**config.mk**
```make
export PLATFORM = sky130hd
export DESIGN_NAME = dm_spike_encoder
export DESIGN_NICKNAME = d
export VERILOG_FILES = /design/src/rtl/dm_pkg.sv /design/src/rtl/dm_prev_reg.sv /design/src/rtl/dm_delta_cmp.sv /design/src/rtl/dm_spike_reg.sv /design/src/rtl/dm_spike_encoder.sv
export SDC_FILE = /design/constraint.sdc
export NUM_CORES = 1
export LEC_CHECK = 0
export BUFFER_PORTS_ARGS = -buffer_cell sky130_fd_sc_hd__buf_2
export CORE_AREA = 4 4 43 45
export CTS_BUF_LIST = sky130_fd_sc_hd__clkbuf_2
export DETAILED_ROUTE_END_ITERATION = 12
export DIE_AREA = 0 0 47 49
export MAX_ROUTING_LAYER = met4
export PLACE_DENSITY = 0.75
export SLEW_MARGIN = 40
export SYNTH_ARGS = -nofsm -noshare
export SYNTH_HDL_FRONTEND = slang
export SYNTH_HIERARCHICAL = 1
export SYNTH_SLANG_ARGS = --single-unit
```
**constraint.sdc**
```tcl
create_clock -name clk_i -period 1.9 [get_ports clk_i]
set_input_delay 0.285 -clock clk_i [delete_from_list [all_inputs] [get_ports clk_i]]
set_output_delay 0.285 -clock clk_i [all_outputs]
set_load 0.005 [all_outputs]
```
**src/rtl/dm_pkg.sv**
```systemverilog
package dm_pkg;
  parameter int unsigned DM_W = 4;
  localparam int unsigned POS_BIT = 0;
  localparam int unsigned NEG_BIT = 1;
  typedef logic [1:0] spike_t;
  // bit1 active-low, bit0 active-high
  localparam spike_t SPIKE_IDLE = 2'b10;
endpackage

```
**src/rtl/dm_prev_reg.sv**
```systemverilog
module dm_prev_reg #(
  parameter int unsigned W = dm_pkg::DM_W
) (
  input  logic         clk_i,
  input  logic         rst_ni,
  input  logic [W-1:0] data_i,
  input  logic         load_i,
  input  logic [W-1:0] force_i,
  output logic [W-1:0] prev_o
);
  logic [W-1:0] prev_q, prev_d;

  assign prev_d = load_i ? force_i : data_i;

  always_ff @(posedge clk_i or negedge rst_ni) begin
    if (!rst_ni) prev_q <= '0;
    else         prev_q <= prev_d;
  end

  assign prev_o = prev_q;
endmodule

```
**src/rtl/dm_delta_cmp.sv**
```systemverilog
module dm_delta_cmp #(
  parameter int unsigned W      = dm_pkg::DM_W,
  parameter bit          EN_NEG = 1'b1
) (
  input  logic [W-1:0] cur_i,
  input  logic [W-1:0] prev_i,
  input  logic [W-1:0] thresh_i,
  input  logic         neg_en_i,
  output logic         pos_o,
  output logic         neg_o
);
  localparam int unsigned DW = W + 1;

  logic [DW-1:0] rise, fall;

  // extra bit acts as borrow: set means the step went the other way
  assign rise = {1'b0, cur_i}  - {1'b0, prev_i};
  assign fall = {1'b0, prev_i} - {1'b0, cur_i};

  assign pos_o = !rise[W] && (rise[W-1:0] > thresh_i);

  generate
    if (EN_NEG) begin : g_neg
      assign neg_o = neg_en_i && !fall[W] && (fall[W-1:0] > thresh_i);
    end else begin : g_no_neg
      logic unused_neg;
      assign unused_neg = ^{fall, neg_en_i};
      assign neg_o = 1'b0;
    end
  endgenerate
endmodule

```
**src/rtl/dm_spike_reg.sv**
```systemverilog
module dm_spike_reg (
  input  logic           clk_i,
  input  logic           rst_ni,
  input  logic           pos_i,
  input  logic           neg_i,
  output dm_pkg::spike_t spike_o
);
  import dm_pkg::*;
  spike_t spike_q;

  always_ff @(posedge clk_i or negedge rst_ni) begin
    if (!rst_ni) spike_q <= SPIKE_IDLE;
    else begin
      spike_q[POS_BIT] <= pos_i;
      spike_q[NEG_BIT] <= ~neg_i;
    end
  end

  assign spike_o = spike_q;
endmodule

```
**src/rtl/dm_spike_encoder.sv**
```systemverilog
module dm_spike_encoder #(
  parameter int unsigned W      = dm_pkg::DM_W,
  parameter bit          EN_NEG = 1'b1
) (
  input  logic         clk_i,
  input  logic         rst_ni,
  input  logic [W-1:0] data_i,
  input  logic [W-1:0] thresh_i,
  input  logic         neg_en_i,
  input  logic         load_prev_i,
  input  logic [W-1:0] force_val_i,
  output logic [1:0]   spike_o,
  output logic [W-1:0] prev_o
);
  logic [W-1:0] prev_val;
  logic         pos_hit, neg_hit;

  dm_prev_reg #(.W(W)) u_prev (
    .clk_i  (clk_i),
    .rst_ni (rst_ni),
    .data_i (data_i),
    .load_i (load_prev_i),
    .force_i(force_val_i),
    .prev_o (prev_val)
  );

  dm_delta_cmp #(.W(W), .EN_NEG(EN_NEG)) u_cmp (
    .cur_i   (data_i),
    .prev_i  (prev_val),
    .thresh_i(thresh_i),
    .neg_en_i(neg_en_i),
    .pos_o   (pos_hit),
    .neg_o   (neg_hit)
  );

  dm_spike_reg u_spk (
    .clk_i  (clk_i),
    .rst_ni (rst_ni),
    .pos_i  (pos_hit),
    .neg_i  (neg_hit),
    .spike_o(spike_o)
  );

  assign prev_o = prev_val;

  logic past_valid;
  always_ff @(posedge clk_i or negedge rst_ni) begin
    if (!rst_ni) past_valid <= 1'b0;
    else         past_valid <= 1'b1;
  end


  prev_upd_chk: assert property (@(posedge clk_i) disable iff (!rst_ni)
    past_valid |-> prev_o == ($past(load_prev_i) ? $past(force_val_i) : $past(data_i)));


  neg_off_chk: assert property (@(posedge clk_i) disable iff (!rst_ni)
    (past_valid && !$past(neg_en_i)) |-> spike_o[1]);


  pos_dir_chk: assert property (@(posedge clk_i) disable iff (!rst_ni)
    (past_valid && spike_o[0]) |-> $past(data_i) > $past(prev_o));


  neg_dir_chk: assert property (@(posedge clk_i) disable iff (!rst_ni)
    (past_valid && !spike_o[1]) |-> $past(prev_o) > $past(data_i));


  spike_excl_chk: assert property (@(posedge clk_i) disable iff (!rst_ni)
    spike_o != 2'b01);
endmodule

```
==> results_dict.tcl <==
set metrics [dict create \
    dr.pass1.iters 4 \
    cts_buffers 3 \
    syn-num-nets 100 \
    relSlewSlack_pct 87.25 \
    via_count 560 \
    endpoint_kind "flop" \
    grt_max_degree 7 \
    grt_pass1_wl_mm 2.228 \
    antenna_found_initial 0 \
    avgRoutedWirePerCell_um 12.50 \
    cp.required_ns 1.99 \
    dp.cells 107 \
    min_period_ns 1.997 \
    insertion_delay_ns 0.23 \
    drt-total-wl_mm 1.425 \
    ant_nets 0 \
    syn2layout_area_growth_pct 39.81 \
    grt_pass1_vias 566 \
    status "finished, violations left" \
    cts-root-buf "clkbuf_2" \
    drive_above_1_share_pct 51.02 \
    startpoint_type "flop" \
    ys_warn_count 6 \
    whs_ns 0.2828 \
    row_count 14 \
    critPathKind "reg2reg" \
    seq_area_frac_synth_pct 23.05 \
    die_h_um 49 \
    busiest_layer "met1" \
    routabilityCongestion 0.8219 \
    clk_pin_slew_ns 0.07 \
    coreArea_sq_mm 0.001471 \
    htreeDepth 1 \
    ioPinCount 22 \
    r2r_setup_slack_ns -0.1 \
    synth_cell_type_count 18 \
    n_antenna_cell 0 \
    cts_sinks 6 \
    postPlaceCellArea_sq_um 803.3 \
    viasPerCell 4.912 \
    finalHoldViolCount 0 \
    layout.cells.most_common "buf_2" \
    rr_worst_depth 8 \
    drcViolationCount 0 \
    dieWidth_um 47 \
    arrival_ns 2.09 \
    setup_ws_ns -0.09681 \
    worst_pin_slew_ns 0.1904 \
    cts_tree "yes" \
    critPathLaunch "u_prev/prev_o[0]" \
    synth_area_sq_um 656.9 \
    ir_worst_vdd_uv 412.3 \
    final_cell_mix "buf_2, inv_1, ha_1" \
    synth_seq_cells 6 \
    drv_cap 0 \
    r2r-start "u_prev/prev_o[0]" \
    cp_max_fo 3 \
    final_cells 114 \
    r2r-end "u_spk/spike_o[0]" \
    p_per_area_mw_per_mm2 582.7 \
    fmax_mhz 500.8 \
    nets 132 \
    port_buffers 21 \
    postSynthCellCount 67 \
    syn_area_per_cell_sq_um 9.804 \
    drt_iter0_drc 2 \
    dpl.hpwl_mm 1.128 \
    p_leak_nw 0.4862 \
    fin_worst_skew_ns 0.01280 \
    dieArea_sq_mm 0.002303 \
    setup.worst_path.end "u_spk/spike_o[0]" \
    drv_slew 0 \
    final_cell_area_sq_um 918.4 \
    grt_use_met3_pct 2.583 \
    rsz0062_at_grt "true" \
    initial_core_util_pct 44.64 \
    globalRouteOverflowTotal 0 \
    use_met1_pct 18.33 \
    clock_path_buffers 2 \
    gr-usage-met2_pct 18.10 \
    violations "negative setup slack" \
    min-delay-path-class "in2reg" \
    finalSetupViolations 2 \
    period_share_pct 105.1 \
    grtUsageTotal_pct 13.70 \
    nFillCells 130 \
]
[cells by family after synthesis]
| family | synth area share (%) |
|---|---|
| flops | 23.05 |
| simple gates | 7.047 |
| buf+inv | 9.714 |
| compound gates | 13.33 |
| xor+xnor | 5.333 |
| fa+ha+maj | 34.67 |
| mux | 6.857 |
[power breakdown]
part / switching, mW / internal [mW]
clock network: 0.0470 / 0.0557
registers: 0.00842 / 0.144
logic: 0.134 / 0.145
[stage by stage]
stage | util, % | TNS (ns) | setup WS [ns] | power (mW)
final | 62.42 | -0.1789 | -0.09681 | 0.5352
after global routing | 62.42 | -0.4145 | -0.2316 | 0.5895
after CTS | 57.65 | -0.08489 | -0.06947 | 0.5040
after detailed placement | 54.59 | -0.1604 | -0.1017 | 0.3851
after global placement | 54.59 | -0.1262 | -0.07915 | 0.3820
after floorplan | - | 0 | 0.009657 | 0.3123
[synth_stat cells]
cell | instances | area (sq um)
a211oi_2 | 1 | 12.51
a21o_1 | 2 | 15.01
a21oi_1 | 6 | 30.03
and3_1 | 1 | 6.260
buf_6 | 1 | 11.26
dfrtp_1 | 5 | 125.1
dfstp_2 | 1 | 26.28
fa_1 | 2 | 40.04
ha_1 | 15 | 187.7
inv_1 | 14 | 52.55
mux2_2 | 4 | 45.04
nand2_1 | 1 | 3.750
nand2_4 | 1 | 11.26
nand4_1 | 2 | 12.51
nor2b_1 | 2 | 12.51
o211ai_1 | 2 | 15.01
o21ai_1 | 3 | 15.01
xor2_1 | 4 | 35.03
[worst max-delay path: stages, from the launching register on]
cell	delay [ns]
dfrtp_1	0.37
buf_4	0.13
ha_4	0.12
inv_2	0.04
fa_2	0.58
ha_4	0.20
nor2b_1	0.12
o211ai_1	0.20
a21oi_2	0.09
[cell type report]
cell class / count / area [sq um] / share of cell area (%)
multi-input combinational: 46 / 514.2 / 55.99
tap: 16 / 20.02 / 2.180
inverter: 14 / 52.55 / 5.722
sequential: 6 / 151.4 / 16.48
clock buffer: 4 / 20.02 / 2.180
timing repair buffer: 28 / 160.2 / 17.44
[sequential cells by signal, summed over array words and instances (netlist names)]
name,cells
u_prev/prev_o,4
u_spk/spike_o,2
[layer usage]
metal  vias to the layer above  wire length, um
met3                         6               94
met1                       243              661
met2                        25              622
met5                         -                0
met4                         0               46
li1                        286                -
[worst min-delay path by stage]
stage                   start               end  slack [ns]  cells past startpoint
2_1_floorplan          rst_ni  u_prev/prev_o[0]       -0.01                      0
3_3_place_gp           rst_ni  u_spk/spike_o[0]        0.11                      1
3_5_place_dp           rst_ni  u_prev/prev_o[3]        0.12                      1
4_1_cts        force_val_i[0]  u_prev/prev_o[0]        0.27                      2
5_1_grt        force_val_i[2]  u_prev/prev_o[2]        0.27                      2
6_report       force_val_i[0]  u_prev/prev_o[0]        0.28                      2
[timing repair]
action / CTS / global route
resized for setup: 2 / 11
setup endpoints to repair: 2 / 2
hold endpoints to repair: 5 / 0
pin swaps: 1 / 6
hold buffers: 1 / 0
buffers inserted: 0 / 2
Power figures use the tool's default switching activity.
